[config.mk]
export PLATFORM = sky130hd
export DESIGN_NAME = exc_prio_seq
export DESIGN_NICKNAME = d
export VERILOG_FILES = /design/src/rtl/exc_pkg.sv /design/src/rtl/exc_sync.sv /design/src/rtl/exc_arbiter.sv /design/src/rtl/exc_seq.sv /design/src/rtl/exc_prio_seq.sv
export SDC_FILE = /design/constraint.sdc
export NUM_CORES = 1
export LEC_CHECK = 0
export BUFFER_PORTS_ARGS = -buffer_cell sky130_fd_sc_hd__buf_2
export CORE_ASPECT_RATIO = 1.4
export CORE_MARGIN = 2
export CORE_UTILIZATION = 54
export CTS_CLUSTER_SIZE = 24
export DETAILED_ROUTE_END_ITERATION = 16
export PLACE_DENSITY = 0.81
export RECOVER_POWER = 50
export SYNTH_ARGS = -nofsm -noshare
export SYNTH_HDL_FRONTEND = slang
export SYNTH_SLANG_ARGS = --single-unit
[constraint.sdc]
create_clock -name clk -period 4.6 [get_ports clk]
set_clock_uncertainty 0.15 [all_clocks]
set_input_delay 0.69 -clock clk [delete_from_list [all_inputs] [get_ports clk]]
set_output_delay 0.69 -clock clk [all_outputs]
set_load 0.05 [all_outputs]
[src/rtl/exc_pkg.sv]
package exc_pkg;

   typedef enum logic [1:0] {
      K_RESET = 2'd0,
      K_TRACE = 2'd1,
      K_IRQ   = 2'd2,
      K_TRAP  = 2'd3
   } exc_kind_t;

   typedef enum logic [1:0] {
      CLS_PLAIN    = 2'd0,
      CLS_CW_WRITE = 2'd1,
      CLS_RET_EXC  = 2'd2,
      CLS_RSVD     = 2'd3
   } insn_cls_t;

   typedef enum logic [1:0] {
      STP_PUSH_PC = 2'd0,
      STP_PUSH_CW = 2'd1,
      STP_FETCH   = 2'd2,
      STP_NONE    = 2'd3
   } step_t;

   typedef enum logic [2:0] {
      S_HOLD    = 3'd0,
      S_RUN     = 3'd1,
      S_PUSH_PC = 3'd2,
      S_PUSH_CW = 3'd3,
      S_MASK    = 3'd4,
      S_FETCH   = 3'd5
   } seq_state_t;

endpackage

[src/rtl/exc_sync.sv]
module exc_sync #(
   parameter int STAGES = 2,
   parameter int W      = 2
) (
   input  logic         clk,
   input  logic         rst_n,
   input  logic [W-1:0] d,
   output logic [W-1:0] q
);

   generate
      if (STAGES < 1) begin : g_bad_stages
         $error("exc_sync: STAGES must be at least 1");
      end
      if (W < 1) begin : g_bad_width
         $error("exc_sync: W must be at least 1");
      end

      if (STAGES == 1) begin : g_single
         logic [W-1:0] flop_q;
         always_ff @(posedge clk or negedge rst_n) begin
            if (!rst_n) flop_q <= '0;
            else        flop_q <= d;
         end
         assign q = flop_q;
      end else begin : g_chain
         logic [STAGES-1:0][W-1:0] chain_q;
         always_ff @(posedge clk or negedge rst_n) begin
            if (!rst_n) chain_q <= '0;
            else        chain_q <= {chain_q[STAGES-2:0], d};
         end
         assign q = chain_q[STAGES-1];
      end
   endgenerate

endmodule

[src/rtl/exc_arbiter.sv]
module exc_arbiter
   import exc_pkg::*;
#(
   parameter int IRQ_W         = 4,
   parameter int TRAP_W        = 2,
   parameter int MASK_W        = 3,
   parameter int ICM_W         = 2,
   parameter int VEC_W         = 8,
   parameter int TRACE_MODE    = 2,
   parameter int VEC_TRACE     = 5,
   parameter int VEC_TRAP_BASE = 8,
   parameter int VEC_IRQ_BASE  = 16
) (
   input  logic              clk,
   input  logic              rst_n,
   input  logic              arb_en,
   input  logic [1:0]        cls,
   input  logic              trace_bit,
   input  logic [ICM_W-1:0]  icm,
   input  logic              irq_req,
   input  logic [IRQ_W-1:0]  irq_num,
   input  logic [MASK_W-1:0] irq_lvl,
   input  logic              irq_blk,
   input  logic              trap_new,
   input  logic [TRAP_W-1:0] trap_num_new,
   input  logic              trap_pend,
   input  logic [TRAP_W-1:0] trap_num_pend,
   output logic              take,
   output exc_kind_t         kind,
   output logic [VEC_W-1:0]  vec,
   output logic [MASK_W-1:0] mask,
   output logic              use_pend
);

   localparam logic [ICM_W-1:0] TRACE_ICM = ICM_W'(TRACE_MODE);
   localparam logic [VEC_W-1:0] TRACE_VEC = VEC_W'(VEC_TRACE);
   localparam logic [VEC_W-1:0] TRAP_VEC0 = VEC_W'(VEC_TRAP_BASE);
   localparam logic [VEC_W-1:0] IRQ_VEC0  = VEC_W'(VEC_IRQ_BASE);

   insn_cls_t         cls_t;
   logic              trace_ok;
   logic              irq_ok;
   logic              trap_ok;
   logic [TRAP_W-1:0] trap_sel;

   assign cls_t    = insn_cls_t'(cls);
   assign trace_ok = trace_bit && (icm == TRACE_ICM) && (cls_t != CLS_RET_EXC);
   assign irq_ok   = irq_req && !irq_blk && (cls_t == CLS_PLAIN);
   assign trap_ok  = trap_pend || trap_new;
   assign trap_sel = trap_pend ? trap_num_pend : trap_num_new;
   assign take     = arb_en && (trace_ok || irq_ok || trap_ok);
   assign use_pend = trap_pend;

   always_comb begin
      kind = K_TRAP;
      vec  = TRAP_VEC0 + VEC_W'(trap_sel);
      mask = '1;
      if (trace_ok) begin
         kind = K_TRACE;
         vec  = TRACE_VEC;
         mask = '0;
      end else if (irq_ok) begin
         kind = K_IRQ;
         vec  = IRQ_VEC0 + VEC_W'(irq_num);
         mask = irq_lvl;
      end
   end

   // trace only in the enabling mode and never after return-from-exception
   p_trace_gate_r6: assert property (@(posedge clk) disable iff (!rst_n)
      (take && kind == K_TRACE) |-> (icm == TRACE_ICM && cls_t != CLS_RET_EXC));

   // interrupt refused after control-word writes, returns and reset
   p_irq_inhibit_r9: assert property (@(posedge clk) disable iff (!rst_n)
      (take && kind == K_IRQ) |-> (cls_t == CLS_PLAIN && !irq_blk));

endmodule

[src/rtl/exc_seq.sv]
module exc_seq
   import exc_pkg::*;
#(
   parameter int TRAP_W  = 2,
   parameter int MASK_W  = 3,
   parameter int VEC_W   = 8,
   parameter int VEC_POR = 0,
   parameter int VEC_MAN = 1
) (
   input  logic              clk,
   input  logic              rst_n,
   input  logic              res_hi,
   input  logic              nmi_hi,
   input  logic              wdt_ovf,
   input  logic              insn_end,
   input  logic              trap_strobe,
   input  logic [TRAP_W-1:0] trap_num,
   input  logic              take,
   input  exc_kind_t         take_kind,
   input  logic [VEC_W-1:0]  take_vec,
   input  logic [MASK_W-1:0] take_mask,
   input  logic              take_used_pend,
   input  logic              trace_bit,
   input  logic              step_ack,
   output logic              arb_en,
   output logic              irq_blk,
   output logic              trap_pend,
   output logic [TRAP_W-1:0] trap_pend_num,
   output logic              busy,
   output logic              step_req,
   output logic [1:0]        step_kind,
   output logic              stack_trace,
   output logic              mask_wr,
   output logic [MASK_W-1:0] mask_val,
   output logic              trace_clr,
   output logic [VEC_W-1:0]  vec_idx,
   output logic              manual_rst
);

   localparam logic [VEC_W-1:0] POR_VEC = VEC_W'(VEC_POR);
   localparam logic [VEC_W-1:0] MAN_VEC = VEC_W'(VEC_MAN);

   seq_state_t        st;
   exc_kind_t         kind_q;
   logic [VEC_W-1:0]  vec_q;
   logic [MASK_W-1:0] mask_q;
   logic              stk_q;
   logic              man_q;
   logic              blk_q;
   logic              pend_q;
   logic [TRAP_W-1:0] pnum_q;
   logic              consume;
   step_t             step_t_v;

   assign consume = take && (take_kind == K_TRAP);

   always_ff @(posedge clk or negedge rst_n) begin
      if (!rst_n) begin
         st     <= S_HOLD;
         kind_q <= K_RESET;
         vec_q  <= '0;
         mask_q <= '0;
         stk_q  <= 1'b0;
         man_q  <= 1'b0;
         blk_q  <= 1'b1;
         pend_q <= 1'b0;
         pnum_q <= '0;
      end else if (!res_hi) begin
         st     <= S_HOLD;
         kind_q <= K_RESET;
         blk_q  <= 1'b1;
         pend_q <= 1'b0;
      end else if (wdt_ovf && st != S_HOLD) begin
         st     <= S_MASK;
         kind_q <= K_RESET;
         vec_q  <= POR_VEC;
         mask_q <= '1;
         stk_q  <= 1'b0;
         man_q  <= 1'b0;
         blk_q  <= 1'b1;
         pend_q <= 1'b0;
      end else begin
         unique case (st)
            S_HOLD: begin
               st     <= S_MASK;
               kind_q <= K_RESET;
               man_q  <= !nmi_hi;
               vec_q  <= nmi_hi ? POR_VEC : MAN_VEC;
               mask_q <= '1;
               stk_q  <= 1'b0;
            end
            S_RUN: begin
               if (insn_end) begin
                  blk_q <= 1'b0;
                  if (consume) begin
                     if (take_used_pend && trap_strobe) begin
                        pend_q <= 1'b1;
                        pnum_q <= trap_num;
                     end else begin
                        pend_q <= 1'b0;
                     end
                  end else if (trap_strobe && !pend_q) begin
                     pend_q <= 1'b1;
                     pnum_q <= trap_num;
                  end
                  if (take) begin
                     st     <= S_PUSH_PC;
                     kind_q <= take_kind;
                     vec_q  <= take_vec;
                     mask_q <= take_mask;
                     stk_q  <= trace_bit;
                  end
               end
            end
            S_PUSH_PC: if (step_ack) st <= S_PUSH_CW;
            S_PUSH_CW: if (step_ack) st <= S_MASK;
            S_MASK:    st <= S_FETCH;
            S_FETCH:   if (step_ack) st <= S_RUN;
            default:   st <= S_HOLD;
         endcase
      end
   end

   always_comb begin
      unique case (st)
         S_PUSH_PC: step_t_v = STP_PUSH_PC;
         S_PUSH_CW: step_t_v = STP_PUSH_CW;
         S_FETCH:   step_t_v = STP_FETCH;
         default:   step_t_v = STP_NONE;
      endcase
   end

   assign arb_en        = (st == S_RUN) && insn_end;
   assign irq_blk       = blk_q;
   assign trap_pend     = pend_q;
   assign trap_pend_num = pnum_q;
   assign busy          = (st != S_RUN);
   assign step_kind     = step_t_v;
   assign step_req      = (step_t_v != STP_NONE);
   assign stack_trace   = stk_q;
   assign trace_clr     = (st == S_MASK);
   assign mask_wr       = (st == S_MASK) && (kind_q != K_TRACE);
   assign mask_val      = mask_q;
   assign vec_idx       = vec_q;
   assign manual_rst    = man_q;

   // control word is pushed only after the program counter
   p_push_order_r11: assert property (@(posedge clk) disable iff (!rst_n)
      (st == S_PUSH_CW) |-> ($past(st) == S_PUSH_PC || $past(st) == S_PUSH_CW));

   // a requested step waits for its acknowledge
   p_step_hold_r11: assert property (@(posedge clk) disable iff (!rst_n)
      (step_req && !step_ack && res_hi && !wdt_ovf) |=> (step_req && $stable(step_kind)));

   // the mask step is followed by the vector fetch
   p_mask_then_fetch_r2: assert property (@(posedge clk) disable iff (!rst_n)
      (st == S_MASK && res_hi && !wdt_ovf) |=> (st == S_FETCH));

   // busy ends only on an acknowledged fetch
   p_busy_end_r13: assert property (@(posedge clk) disable iff (!rst_n)
      $fell(busy) |-> $past(st == S_FETCH && step_ack));

   // a trap strobe is either taken or kept pending
   p_trap_kept_r10: assert property (@(posedge clk) disable iff (!rst_n)
      (st == S_RUN && insn_end && trap_strobe && res_hi && !wdt_ovf)
         |=> (pend_q || st == S_PUSH_PC));

endmodule

[src/rtl/exc_prio_seq.sv]
module exc_prio_seq
   import exc_pkg::*;
#(
   parameter int IRQ_W         = 4,
   parameter int TRAP_W        = 2,
   parameter int MASK_W        = 3,
   parameter int ICM_W         = 2,
   parameter int VEC_W         = 8,
   parameter int SYNC_STAGES   = 2,
   parameter int TRACE_MODE    = 2,
   parameter int VEC_POR       = 0,
   parameter int VEC_MAN       = 1,
   parameter int VEC_TRACE     = 5,
   parameter int VEC_TRAP_BASE = 8,
   parameter int VEC_IRQ_BASE  = 16
) (
   input  logic              clk,
   input  logic              rst_n,
   input  logic              res_n_pin,
   input  logic              nmi_pin,
   input  logic              wdt_ovf,
   input  logic              irq_req,
   input  logic [IRQ_W-1:0]  irq_num,
   input  logic [MASK_W-1:0] irq_lvl,
   input  logic              trap_strobe,
   input  logic [TRAP_W-1:0] trap_num,
   input  logic              insn_end,
   input  logic [1:0]        insn_cls,
   input  logic              trace_bit,
   input  logic [ICM_W-1:0]  icm,
   input  logic              step_ack,
   output logic              busy,
   output logic              step_req,
   output logic [1:0]        step_kind,
   output logic              stack_trace,
   output logic              mask_wr,
   output logic [MASK_W-1:0] mask_val,
   output logic              trace_clr,
   output logic [VEC_W-1:0]  vec_idx,
   output logic              manual_rst
);

   localparam int VEC_SPAN  = 1 << VEC_W;
   localparam int TRAP_SPAN = 1 << TRAP_W;
   localparam int IRQ_SPAN  = 1 << IRQ_W;
   localparam int ICM_SPAN  = 1 << ICM_W;

   generate
      if (VEC_IRQ_BASE + IRQ_SPAN > VEC_SPAN) begin : g_bad_irq_range
         $error("exc_prio_seq: interrupt vectors exceed VEC_W");
      end
      if (VEC_TRAP_BASE + TRAP_SPAN > VEC_IRQ_BASE) begin : g_bad_trap_range
         $error("exc_prio_seq: trap vectors overlap interrupt vectors");
      end
      if (TRACE_MODE >= ICM_SPAN) begin : g_bad_mode
         $error("exc_prio_seq: TRACE_MODE does not fit ICM_W");
      end
      if (VEC_TRACE >= VEC_TRAP_BASE || VEC_POR == VEC_MAN) begin : g_bad_fixed_vec
         $error("exc_prio_seq: fixed vectors collide");
      end
   endgenerate

   logic [1:0]        sync_q;
   logic              arb_en;
   logic              irq_blk;
   logic              trap_pend;
   logic [TRAP_W-1:0] trap_pend_num;
   logic              take;
   exc_kind_t         take_kind;
   logic [VEC_W-1:0]  take_vec;
   logic [MASK_W-1:0] take_mask;
   logic              take_used_pend;

   exc_sync #(
      .STAGES (SYNC_STAGES),
      .W      (2)
   ) u_sync (
      .clk   (clk),
      .rst_n (rst_n),
      .d     ({nmi_pin, res_n_pin}),
      .q     (sync_q)
   );

   exc_arbiter #(
      .IRQ_W         (IRQ_W),
      .TRAP_W        (TRAP_W),
      .MASK_W        (MASK_W),
      .ICM_W         (ICM_W),
      .VEC_W         (VEC_W),
      .TRACE_MODE    (TRACE_MODE),
      .VEC_TRACE     (VEC_TRACE),
      .VEC_TRAP_BASE (VEC_TRAP_BASE),
      .VEC_IRQ_BASE  (VEC_IRQ_BASE)
   ) u_arb (
      .clk           (clk),
      .rst_n         (rst_n),
      .arb_en        (arb_en),
      .cls           (insn_cls),
      .trace_bit     (trace_bit),
      .icm           (icm),
      .irq_req       (irq_req),
      .irq_num       (irq_num),
      .irq_lvl       (irq_lvl),
      .irq_blk       (irq_blk),
      .trap_new      (trap_strobe),
      .trap_num_new  (trap_num),
      .trap_pend     (trap_pend),
      .trap_num_pend (trap_pend_num),
      .take          (take),
      .kind          (take_kind),
      .vec           (take_vec),
      .mask          (take_mask),
      .use_pend      (take_used_pend)
   );

   exc_seq #(
      .TRAP_W  (TRAP_W),
      .MASK_W  (MASK_W),
      .VEC_W   (VEC_W),
      .VEC_POR (VEC_POR),
      .VEC_MAN (VEC_MAN)
   ) u_seq (
      .clk            (clk),
      .rst_n          (rst_n),
      .res_hi         (sync_q[0]),
      .nmi_hi         (sync_q[1]),
      .wdt_ovf        (wdt_ovf),
      .insn_end       (insn_end),
      .trap_strobe    (trap_strobe),
      .trap_num       (trap_num),
      .take           (take),
      .take_kind      (take_kind),
      .take_vec       (take_vec),
      .take_mask      (take_mask),
      .take_used_pend (take_used_pend),
      .trace_bit      (trace_bit),
      .step_ack       (step_ack),
      .arb_en         (arb_en),
      .irq_blk        (irq_blk),
      .trap_pend      (trap_pend),
      .trap_pend_num  (trap_pend_num),
      .busy           (busy),
      .step_req       (step_req),
      .step_kind      (step_kind),
      .stack_trace    (stack_trace),
      .mask_wr        (mask_wr),
      .mask_val       (mask_val),
      .trace_clr      (trace_clr),
      .vec_idx        (vec_idx),
      .manual_rst     (manual_rst)
   );

endmodule

==> results.ini <==
[min_path]
holdPathStages = 0
hp-class = reg -> reg

[sta]
finalCritPeriodShare_pct = 56.8
tns_ns = 0
setup_viol = 0
fmax_mhz = 382
tightest_slew_ns = 1.27
finalCriticalPeriod_ns = 2.61
rsz0062_at_grt = false
hold_viol = 0
slew_viol_final = 0
slew_headroom_pct = 15.1

[synth]
synth.area.top_cells = dfrtp_1 40%, nand2_1 4.1%, mux2i_1 3.6%
syn-instance-count = 140
avgSynthCellArea_um2 = 9.91
synth_ff_type = dfrtp_1
synth_fa_ha_area_share_pct = 0
synth_seq_cells = 23
yosysTopAreaCellShare_pct = 39.7
synth_xor_area_share_pct = 0
synth_compound_area_share_pct = 19.7
synth-seq-area-share_pct = 41.6
yosys_warnings = 0
synth-edff-count = 0
netlist_area_um2 = 1390
ys_types = 44
synthMuxAreaShare_pct = 9.29
synth_top_area_cell = dfrtp_1
synth_commonest_cells = 22 x dfrtp_1, 15 x nand2_1, 12 x nor2_1, 9 x o21ai_0
synth_top_family_by_area = simple AND/OR/NAND/NOR gates
post-synth-top-count-cell = dfrtp_1
async_reset_ff_share_pct = 100
synth-simple-area-share_pct = 23.0

[drt]
first_iter_violations = 49
drt-wirelength-per-cell_um = 15.6
drc = 0
wl_um = 3260
viasPerCell = 5.76
vias = 1203
postRouteAntennaNets = 0
first_pass_iters = 4

[setup_path]
end_kind = output port
path_class = reg -> out
arrival_ns = 1.77
crit_fanout = 12
worstRegToRegCells = 4
required_ns = 3.76
start_kind = register

[clock_tree]
post_cts_buffers = 0
cts_buffer_depth = 2
cts_tree = done
cts_buffers = 3
clkTransAtPathRegs_ns = 0.13
cts_resized = 0
ctsHoldBuffers = 0
clkLatencyLatePin_ns = 0.33
numClockSinks = 23
root_buffer = clkbuf_4
cts_htree_levels = 1

[floorplan]
dieWidth_um = 46.8
coreArea_um2 = 2420
ioPinCount = 42
dieArea_um2 = 3000
start_util_pct = 57.4
fp-row-count = 21
fp.dieH_um = 64.0

[final_layout]
drive_gt1_share_pct = 30.9
area_growth_pct = 13.4
diodes = 0
fill_cells = 208
finish.net_count = 199
multi_input_area_um2 = 717
fin_cells = 209
final-seq-area_um2 = 577

[power_and_ir_drop]
peakVddDrop_mv = 0.190
p_leak_uw = 0.000684
power_density_nw_per_um2 = 252

[global_route]
grt_pass1_wl_um = 5360
grt_util_met3_pct = 3.95
use_met2_pct = 39.0
antenna_found_initial = 0
grt_use_total_pct = 24.5
grt_start_max_net_pins = 24
gr-usage-met1_pct = 32.3
busiest_layer = met2
grt_pass1_vias = 1201
globalRouteOverflowTotal = 0

[placed_design]
dp_hpwl_um = 2470
io_buffers = 38
gp_congestion = 0.928
place_inst = 205

[flow_run]
cap_violations = 0

[status]
status = finished, final reports clean

kinds of logic after synthesis:
logic type,after synthesis
buf+inv,15
mux,12
simple gates,52
compound gates,37
flops,23
other cells,1
where the power goes:
group,switching [uW],internal [uW],leakage [uW]
Clock,66.8,32.7,0.0000177
Sequential,7.59,209,0.000287
Combinational,55.3,25.9,0.000379
Total,130,267,0.000684
cell type report:
cell class | instances | share of cell area [%]
timing repair buffer | 38 | 11.9
sequential | 23 | 36.6
clock buffer | 3 | 1.43
tap | 34 | 2.70
multi-input combinational | 104 | 45.5
inverter | 6 | 1.43
clock inverter | 1 | 0.318
cell usage in the layout (no fill, tap or decap), types with 2 or more instances in the layout:
| master | instances |
|---|---|
| o21ai_4 | 2 |
| o21ai_0 | 9 |
| o22ai_1 | 2 |
| nor2b_1 | 3 |
| buf_2 | 36 |
| a2bb2oi_1 | 3 |
| nor2_1 | 12 |
| mux2_2 | 4 |
| nor3b_1 | 2 |
| o2111ai_1 | 2 |
| clkbuf_1 | 2 |
| mux2i_1 | 5 |
| nand2b_1 | 4 |
| nand3_1 | 4 |
| a21oi_1 | 6 |
| dfrtp_1 | 22 |
| nand2_1 | 15 |
| inv_1 | 6 |
| clkbuf_4 | 3 |
| conb_1 | 3 |
| nand3b_1 | 2 |
| a211oi_1 | 2 |
| mux2_1 | 3 |
critical path, stage by stage (launching register included):
cell and delay (ns):
dfrtp_1 0.62, nor3b_1 0.52, inv_1 0.08, buf_2 0.23
layer usage:
metal	share of wire, %	vias to the layer above	routed length, um
met5	0	-	0
met4	1.8	0	59
met3	6.0	7	194
met2	50	59	1640
met1	42	568	1370
li1	-	569	-
flip-flops by register name, summed over array words and instances (netlist names):
signal	count
u_seq.trap_pend_num	2
u_seq.vec_idx	5
u_seq.kind_q	2
u_seq.st	3
u_seq.trap_pend	1
u_seq.manual_rst	1
u_sync.g_chain.chain_q	2
u_seq.stack_trace	1
u_sync.q	2
u_seq.mask_val	3
u_seq.irq_blk	1
final timing paths:
kind / start / to / slack (ns)
min: u_sync.g_chain.chain_q[1] / u_sync.q[1] / 0.21
max: u_seq.st[0] / busy / 1.99
max in group asynchronous: rst_n / u_sync.q[0] / 3.10
max reg2reg: u_seq.st[0] / u_seq.vec_idx[1] / 2.36
min reg2reg: u_sync.g_chain.chain_q[1] / u_sync.q[1] / 0.21
min in group asynchronous: rst_n / u_seq.trap_pend / 0.45
metrics by stage:
stage / hold WS, ns / instance area [um^2] / setup WS, ns / utilization, % / power [uW]
finish: 0.215 / 1570 / 1.99 / 65.1 / 397
floorplan: 0.181 / 1400 / 0.646 / - / 276
CTS: 0.175 / 1590 / 1.95 / 65.8 / 401
detailed placement: 0.187 / 1560 / 2.14 / 64.7 / 302
global route: 0.231 / 1570 / 1.88 / 65.1 / 412
global placement: 0.183 / 1560 / 2.20 / 64.7 / 300
No activity file was read; power rests on OpenSTA's default activity.
